**src/rtl/sa_cache_pkg.sv**
```systemverilog
package sa_cache_pkg;
  localparam int unsigned ADDR_W = 16;
  localparam int unsigned OFF_W  = 5;
  localparam int unsigned SETS   = 8;
  localparam int unsigned WAYS   = 2;
  localparam int unsigned WORD_W = 32;
  localparam int unsigned SET_W  = $clog2(SETS);
  localparam int unsigned WAY_W  = $clog2(WAYS);
  localparam int unsigned TAG_W  = ADDR_W - SET_W - OFF_W;
  localparam int unsigned LINE_W = 8 << OFF_W;
endpackage

```
**src/rtl/sa_tag_store.sv**
```systemverilog
module sa_tag_store #(
  parameter int unsigned SETS  = 8,
  parameter int unsigned WAYS  = 2,
  parameter int unsigned TAG_W = 8,
  localparam int unsigned SET_W = $clog2(SETS),
  localparam int unsigned WAY_W = $clog2(WAYS)
) (
  input  logic             clk_i,
  input  logic             rst_ni,
  input  logic [SET_W-1:0] rd_set_i,
  input  logic [TAG_W-1:0] rd_tag_i,
  output logic [WAYS-1:0]  match_o,
  output logic             hit_o,
  output logic [WAY_W-1:0] way_o,
  input  logic             wr_en_i,
  input  logic [SET_W-1:0] wr_set_i,
  input  logic [WAY_W-1:0] wr_way_i,
  input  logic [TAG_W-1:0] wr_tag_i
);
  logic [WAYS-1:0][TAG_W-1:0] tag_q   [SETS];
  logic [WAYS-1:0]            valid_q [SETS];

  always_ff @(posedge clk_i or negedge rst_ni) begin
    if (!rst_ni) begin
      for (int s = 0; s < SETS; s++) valid_q[s] <= '0;
    end else if (wr_en_i) begin
      valid_q[wr_set_i][wr_way_i] <= 1'b1;
    end
  end

  always_ff @(posedge clk_i) begin
    if (wr_en_i) tag_q[wr_set_i][wr_way_i] <= wr_tag_i;
  end

  for (genvar w = 0; w < WAYS; w++) begin : g_cmp
    assign match_o[w] = valid_q[rd_set_i][w] && (tag_q[rd_set_i][w] == rd_tag_i);
  end

  // lowest way wins
  always_comb begin
    way_o = '0;
    for (int w = WAYS - 1; w >= 0; w--) begin
      if (match_o[w]) way_o = WAY_W'(w);
    end
  end
  assign hit_o = |match_o;

  assert_unique_match_R9: assert property (@(posedge clk_i) disable iff (!rst_ni)
    $onehot0(match_o));

  assert_fill_sets_valid_R7: assert property (@(posedge clk_i) disable iff (!rst_ni)
    wr_en_i |=> valid_q[$past(wr_set_i)][$past(wr_way_i)]);

  assert_fill_stores_tag_R7: assert property (@(posedge clk_i) disable iff (!rst_ni)
    wr_en_i |=> tag_q[$past(wr_set_i)][$past(wr_way_i)] == $past(wr_tag_i));
endmodule

```
**src/rtl/sa_data_store.sv**
```systemverilog
module sa_data_store #(
  parameter int unsigned ROWS   = 16,
  parameter int unsigned WORDS  = 8,
  parameter int unsigned WORD_W = 32,
  localparam int unsigned ROW_W  = $clog2(ROWS),
  localparam int unsigned WSEL_W = $clog2(WORDS)
) (
  input  logic                    clk_i,
  input  logic [ROW_W-1:0]        rd_row_i,
  input  logic [WSEL_W-1:0]       rd_word_i,
  output logic [WORD_W-1:0]       rd_data_o,
  input  logic                    wr_en_i,
  input  logic [ROW_W-1:0]        wr_row_i,
  input  logic [WORDS*WORD_W-1:0] wr_line_i
);
  logic [WORDS-1:0][WORD_W-1:0] line_q [ROWS];

  always_ff @(posedge clk_i) begin
    if (wr_en_i) line_q[wr_row_i] <= wr_line_i;
  end

  assign rd_data_o = line_q[rd_row_i][rd_word_i];
endmodule

```
**src/rtl/sa_cache_lookup.sv**
```systemverilog
module sa_cache_lookup
  import sa_cache_pkg::*;
#(
  parameter int unsigned P_SETS   = SETS,
  parameter int unsigned P_WAYS   = WAYS,
  parameter int unsigned P_OFF_W  = OFF_W,
  parameter int unsigned P_WORD_W = WORD_W,
  parameter int unsigned P_ADDR_W = ADDR_W,
  localparam int unsigned S_W    = $clog2(P_SETS),
  localparam int unsigned W_W    = $clog2(P_WAYS),
  localparam int unsigned T_W    = P_ADDR_W - S_W - P_OFF_W,
  localparam int unsigned L_W    = 8 << P_OFF_W,
  localparam int unsigned BYTE_W = $clog2(P_WORD_W / 8),
  localparam int unsigned WSEL_W = P_OFF_W - BYTE_W,
  localparam int unsigned NWORDS = 1 << WSEL_W
) (
  input  logic                clk_i,
  input  logic                rst_ni,
  input  logic                req_valid_i,
  input  logic [P_ADDR_W-1:0] req_addr_i,
  output logic                rsp_valid_o,
  output logic                rsp_hit_o,
  output logic [W_W-1:0]      rsp_way_o,
  output logic [P_WORD_W-1:0] rsp_data_o,
  input  logic                fill_en_i,
  input  logic [S_W-1:0]      fill_set_i,
  input  logic [W_W-1:0]      fill_way_i,
  input  logic [T_W-1:0]      fill_tag_i,
  input  logic [L_W-1:0]      fill_line_i
);
  logic [T_W-1:0]      req_tag;
  logic [S_W-1:0]      req_set;
  logic [WSEL_W-1:0]   req_word;
  logic                unused_byte;
  logic [P_WAYS-1:0]   match;
  logic                hit;
  logic [W_W-1:0]      way;
  logic [P_WORD_W-1:0] word;

  assign req_tag     = req_addr_i[P_ADDR_W-1 -: T_W];
  assign req_set     = req_addr_i[P_OFF_W +: S_W];
  assign req_word    = req_addr_i[BYTE_W +: WSEL_W];
  assign unused_byte = ^req_addr_i[BYTE_W-1:0];

  sa_tag_store #(.SETS(P_SETS), .WAYS(P_WAYS), .TAG_W(T_W)) i_tags (
    .clk_i    (clk_i),
    .rst_ni   (rst_ni),
    .rd_set_i (req_set),
    .rd_tag_i (req_tag),
    .match_o  (match),
    .hit_o    (hit),
    .way_o    (way),
    .wr_en_i  (fill_en_i),
    .wr_set_i (fill_set_i),
    .wr_way_i (fill_way_i),
    .wr_tag_i (fill_tag_i)
  );

  // row = {set, way}: one flat array of sets*ways lines
  sa_data_store #(.ROWS(P_SETS * P_WAYS), .WORDS(NWORDS), .WORD_W(P_WORD_W)) i_data (
    .clk_i     (clk_i),
    .rd_row_i  ({req_set, way}),
    .rd_word_i (req_word),
    .rd_data_o (word),
    .wr_en_i   (fill_en_i),
    .wr_row_i  ({fill_set_i, fill_way_i}),
    .wr_line_i (fill_line_i)
  );

  always_ff @(posedge clk_i or negedge rst_ni) begin
    if (!rst_ni) begin
      rsp_valid_o <= 1'b0;
      rsp_hit_o   <= 1'b0;
      rsp_way_o   <= '0;
      rsp_data_o  <= '0;
    end else begin
      rsp_valid_o <= req_valid_i;
      if (req_valid_i) begin
        rsp_hit_o  <= hit;
        rsp_way_o  <= hit ? way : '0;
        rsp_data_o <= hit ? word : '0;
      end
    end
  end

  assert_req_gives_rsp_R3: assert property (@(posedge clk_i) disable iff (!rst_ni)
    req_valid_i |=> rsp_valid_o);

  assert_idle_no_rsp_R3: assert property (@(posedge clk_i) disable iff (!rst_ni)
    !req_valid_i |=> !rsp_valid_o);

  assert_miss_zero_R6: assert property (@(posedge clk_i) disable iff (!rst_ni)
    (req_valid_i && !(|match)) |=> (!rsp_hit_o && rsp_data_o == '0));

  assert_hit_way_R4: assert property (@(posedge clk_i) disable iff (!rst_ni)
    (req_valid_i && match[0]) |=> (rsp_hit_o && rsp_way_o == '0));
endmodule

```
**config.mk**
```make
export PLATFORM = sky130hd
export DESIGN_NAME = sa_cache_lookup
export DESIGN_NICKNAME = d
export VERILOG_FILES = /design/src/rtl/sa_cache_pkg.sv /design/src/rtl/sa_tag_store.sv /design/src/rtl/sa_data_store.sv /design/src/rtl/sa_cache_lookup.sv
export SDC_FILE = /design/constraint.sdc
export NUM_CORES = 2
export LEC_CHECK = 0
export BUFFER_PORTS_ARGS = -buffer_cell sky130_fd_sc_hd__buf_2
export CAP_MARGIN = 15
export CORE_MARGIN = 2
export CORE_UTILIZATION = 65
export CTS_BUF_LIST = sky130_fd_sc_hd__clkbuf_8
export DETAILED_ROUTE_END_ITERATION = 8
export MAX_ROUTING_LAYER = met4
export PLACE_DENSITY = 0.91
export SLEW_MARGIN = 15
export SYNTH_ARGS = -nofsm -noshare
export SYNTH_HDL_FRONTEND = slang
export SYNTH_HIERARCHICAL = 1
export SYNTH_MEMORY_MAX_BITS = 65536
export SYNTH_SLANG_ARGS = --single-unit
```
**constraint.sdc**
```tcl
create_clock -name clk_i -period 12.33 [get_ports clk_i]
set_input_delay 0.6165 -clock clk_i [delete_from_list [all_inputs] [get_ports clk_i]]
set_output_delay 0.6165 -clock clk_i [all_outputs]
set_load 0.01 [all_outputs]
```
==> flow_metrics.tcl <==
set metrics [dict create \
    pwr-share-comb 0.049 \
    grt_max_degree 145 \
    fmax_mhz 128 \
    grt_overflow 0 \
    ant_nets 0 \
    die-area_um2 254000 \
    hpwl_um 246000 \
    yosys_warnings 6 \
    end_kind "flop" \
    coreArea_um2 248000 \
    drv_cap 0 \
    period_share 0.632 \
    clock_latency_ns 1.19 \
    tightest_slew_ns 1.28 \
    intPower_mw 22.2 \
    drt_pass1_iterations 6 \
    antenna_found_initial 112 \
    die_h_um 504 \
    first_global_vias 81100 \
    fp.dieW_um 504 \
    layout-drive-gt1-share 0.344 \
    power_switching_mw 6.86 \
    synth.avg_cell_area_um2 26.0 \
    htreeDepth 6 \
    rows 183 \
    pwr-share-clk 0.386 \
    drc 0 \
    p_sw_frac 0.236 \
    avgRoutedWirePerCell_um 43.3 \
    fin_crit_ns 7.80 \
    hold_slack_ns 0.155 \
    cts_buffers 651 \
    power_frac_seq 0.564 \
    seqCellArea_um2 128000 \
    via_per_inst 7.48 \
    slew_violations 0 \
    wirelength_um 488000 \
    start_util 0.653 \
    finalClockSkew_ns 0.0897 \
    dp.cells 9671 \
    num_vias 84400 \
    status "complete, no violations" \
    hold_viol_final 0 \
    syn_nets 6519 \
    place_congestion 0.812 \
    netlist_area_um2 162000 \
    area_growth_pct 12.7 \
    cp.required_ns 13.33 \
    cts_root_buf "clkbuf_8" \
    grt_pass1_wl_um 626000 \
    io_pins 323 \
    r2r_cells 14 \
    powerDensity_nw_per_um2 159 \
    setup_viol 0 \
    cts_buffer_depth 4 \
    arrival_ns 8.79 \
    cts_tree "done" \
    crit_type "primary input to flop" \
    min_path_type "primary input to asynchronous set/reset pin" \
    peakVddDrop_v 0.000114 \
    clock-sinks 4275 \
    r2r_end "rsp_data_o[23]" \
    multiInputGateArea_um2 32700 \
    cp_max_fo 144 \
    r2r-start "i_tags/tag_q[3][8]" \
    cts_resized 0 \
    fin_cells 11300 \
    power.leakage_nw 57.2 \
    cts.clk_slew.worst_paths_ns 0.07 \
    n_fill_cell 11600 \
    syn_inst 6231 \
    p_total_mw 29.1 \
    final_net_count 7549 \
    r2r_setup_slack_ns 4.96 \
    grtUsageTotal 0.367 \
    rsz0062_at_grt "false" \
    drt-initial-drc-count 19000 \
    startpoint_type "primary input" \
    slew_headroom 0.148 \
    portBuffers 320 \
]
## timing repair
item,in CTS,in global routing
hold buffers,266,0
buffers inserted,0,0
endpoints found under the hold margin,4276,0
## critical path, stage by stage
cell	delay, ns
buf_8	0.67
buf_12	0.69
mux4_1	0.65
mux2i_1	0.22
xnor2_1	0.10
nor2_1	0.12
nand4_1	0.21
nor2b_4	0.90
buf_4	0.64
buf_12	0.64
mux4_2	0.65
mux4_2	0.59
mux4_2	0.78
mux2_2	0.41
nand3_1	0.19
o21ai_1	0.12
## worst max-delay path by stage
stage | start | to | slack (ns) | depth (start not counted)
6_report | req_addr_i[6] | rsp_data_o[23] | 4.53 | 16
5_1_grt | req_addr_i[6] | rsp_data_o[23] | 4.40 | 16
4_1_cts | req_addr_i[6] | rsp_data_o[8] | 4.94 | 16
3_5_place_dp | req_addr_i[6] | rsp_data_o[20] | 3.80 | 16
3_3_place_gp | req_addr_i[6] | rsp_data_o[18] | 4.03 | 16
2_1_floorplan | fill_set_i[1] | i_data/line_q[1][0] | -0.30 | 2
## power by group through the flow
stage | sequential [mW] | clock (mW) | combinational, mW
5_1_grt | 16.4 | 11.7 | 1.44
6_report | 16.4 | 11.2 | 1.44
2_1_floorplan | 16.7 | 0 | 0.639
4_1_cts | 16.4 | 10.9 | 1.35
3_3_place_gp | 16.6 | 0 | 1.12
3_5_place_dp | 16.7 | 0 | 1.25
## cell type report
| cell class | instances | area share |
|---|---|---|
| inverters | 33 | 0.000677 |
| well taps | 3330 | 0.0228 |
| clock buffers | 680 | 0.0512 |
| clock inverters | 469 | 0.0132 |
| repair buffers | 702 | 0.0304 |
| diodes | 190 | 0.00260 |
| multi-input cells | 1598 | 0.179 |
| flip-flops and latches | 4275 | 0.700 |
## cells in the final DEF, fill, tap and decap left out, types with 37 or more instances in the layout
master,instances
edfxtp_1,4224
mux4_2,1366
clkbuf_8,680
buf_2,314
dlygate4sd3_1,266
inv_1,219
diode_2,190
clkinv_1,165
buf_4,87
clkinv_2,66
dfrtp_1,51
nand3_1,37
## layer usage
layer	wire length, um	part of all wire	vias to the layer above	global-route usage
li1	-	-	29800	-
met1	144000	0.29	42200	0.485
met4	36300	0.074	0	0.180
met2	232000	0.48	10400	0.545
met3	75700	0.16	1987	0.0922
met5	0	0	-	-
## metrics by stage
step / setup TNS (ns) / setup slack (ns) / utilization / instance area (um^2)
6_report: 0 / 4.53 / 0.736 / 183000
3_3_place_gp: 0 / 4.03 / 0.676 / 168000
2_1_floorplan: -269.80 / -0.298 / - / 162000
4_1_cts: 0 / 4.94 / 0.734 / 182000
5_1_grt: 0 / 4.40 / 0.736 / 183000
3_5_place_dp: 0 / 3.80 / 0.676 / 168000
## flip-flops by register name (all words and copies together), names as in the netlist
name / count
i_data/line_q: 4096
i_tags/tag_q: 128
i_tags/valid_q: 16
rsp_data_o: 32
rsp_hit_o: 1
rsp_valid_o: 1
rsp_way_o: 1
Note: power is estimated with default switching activity, not from simulation.
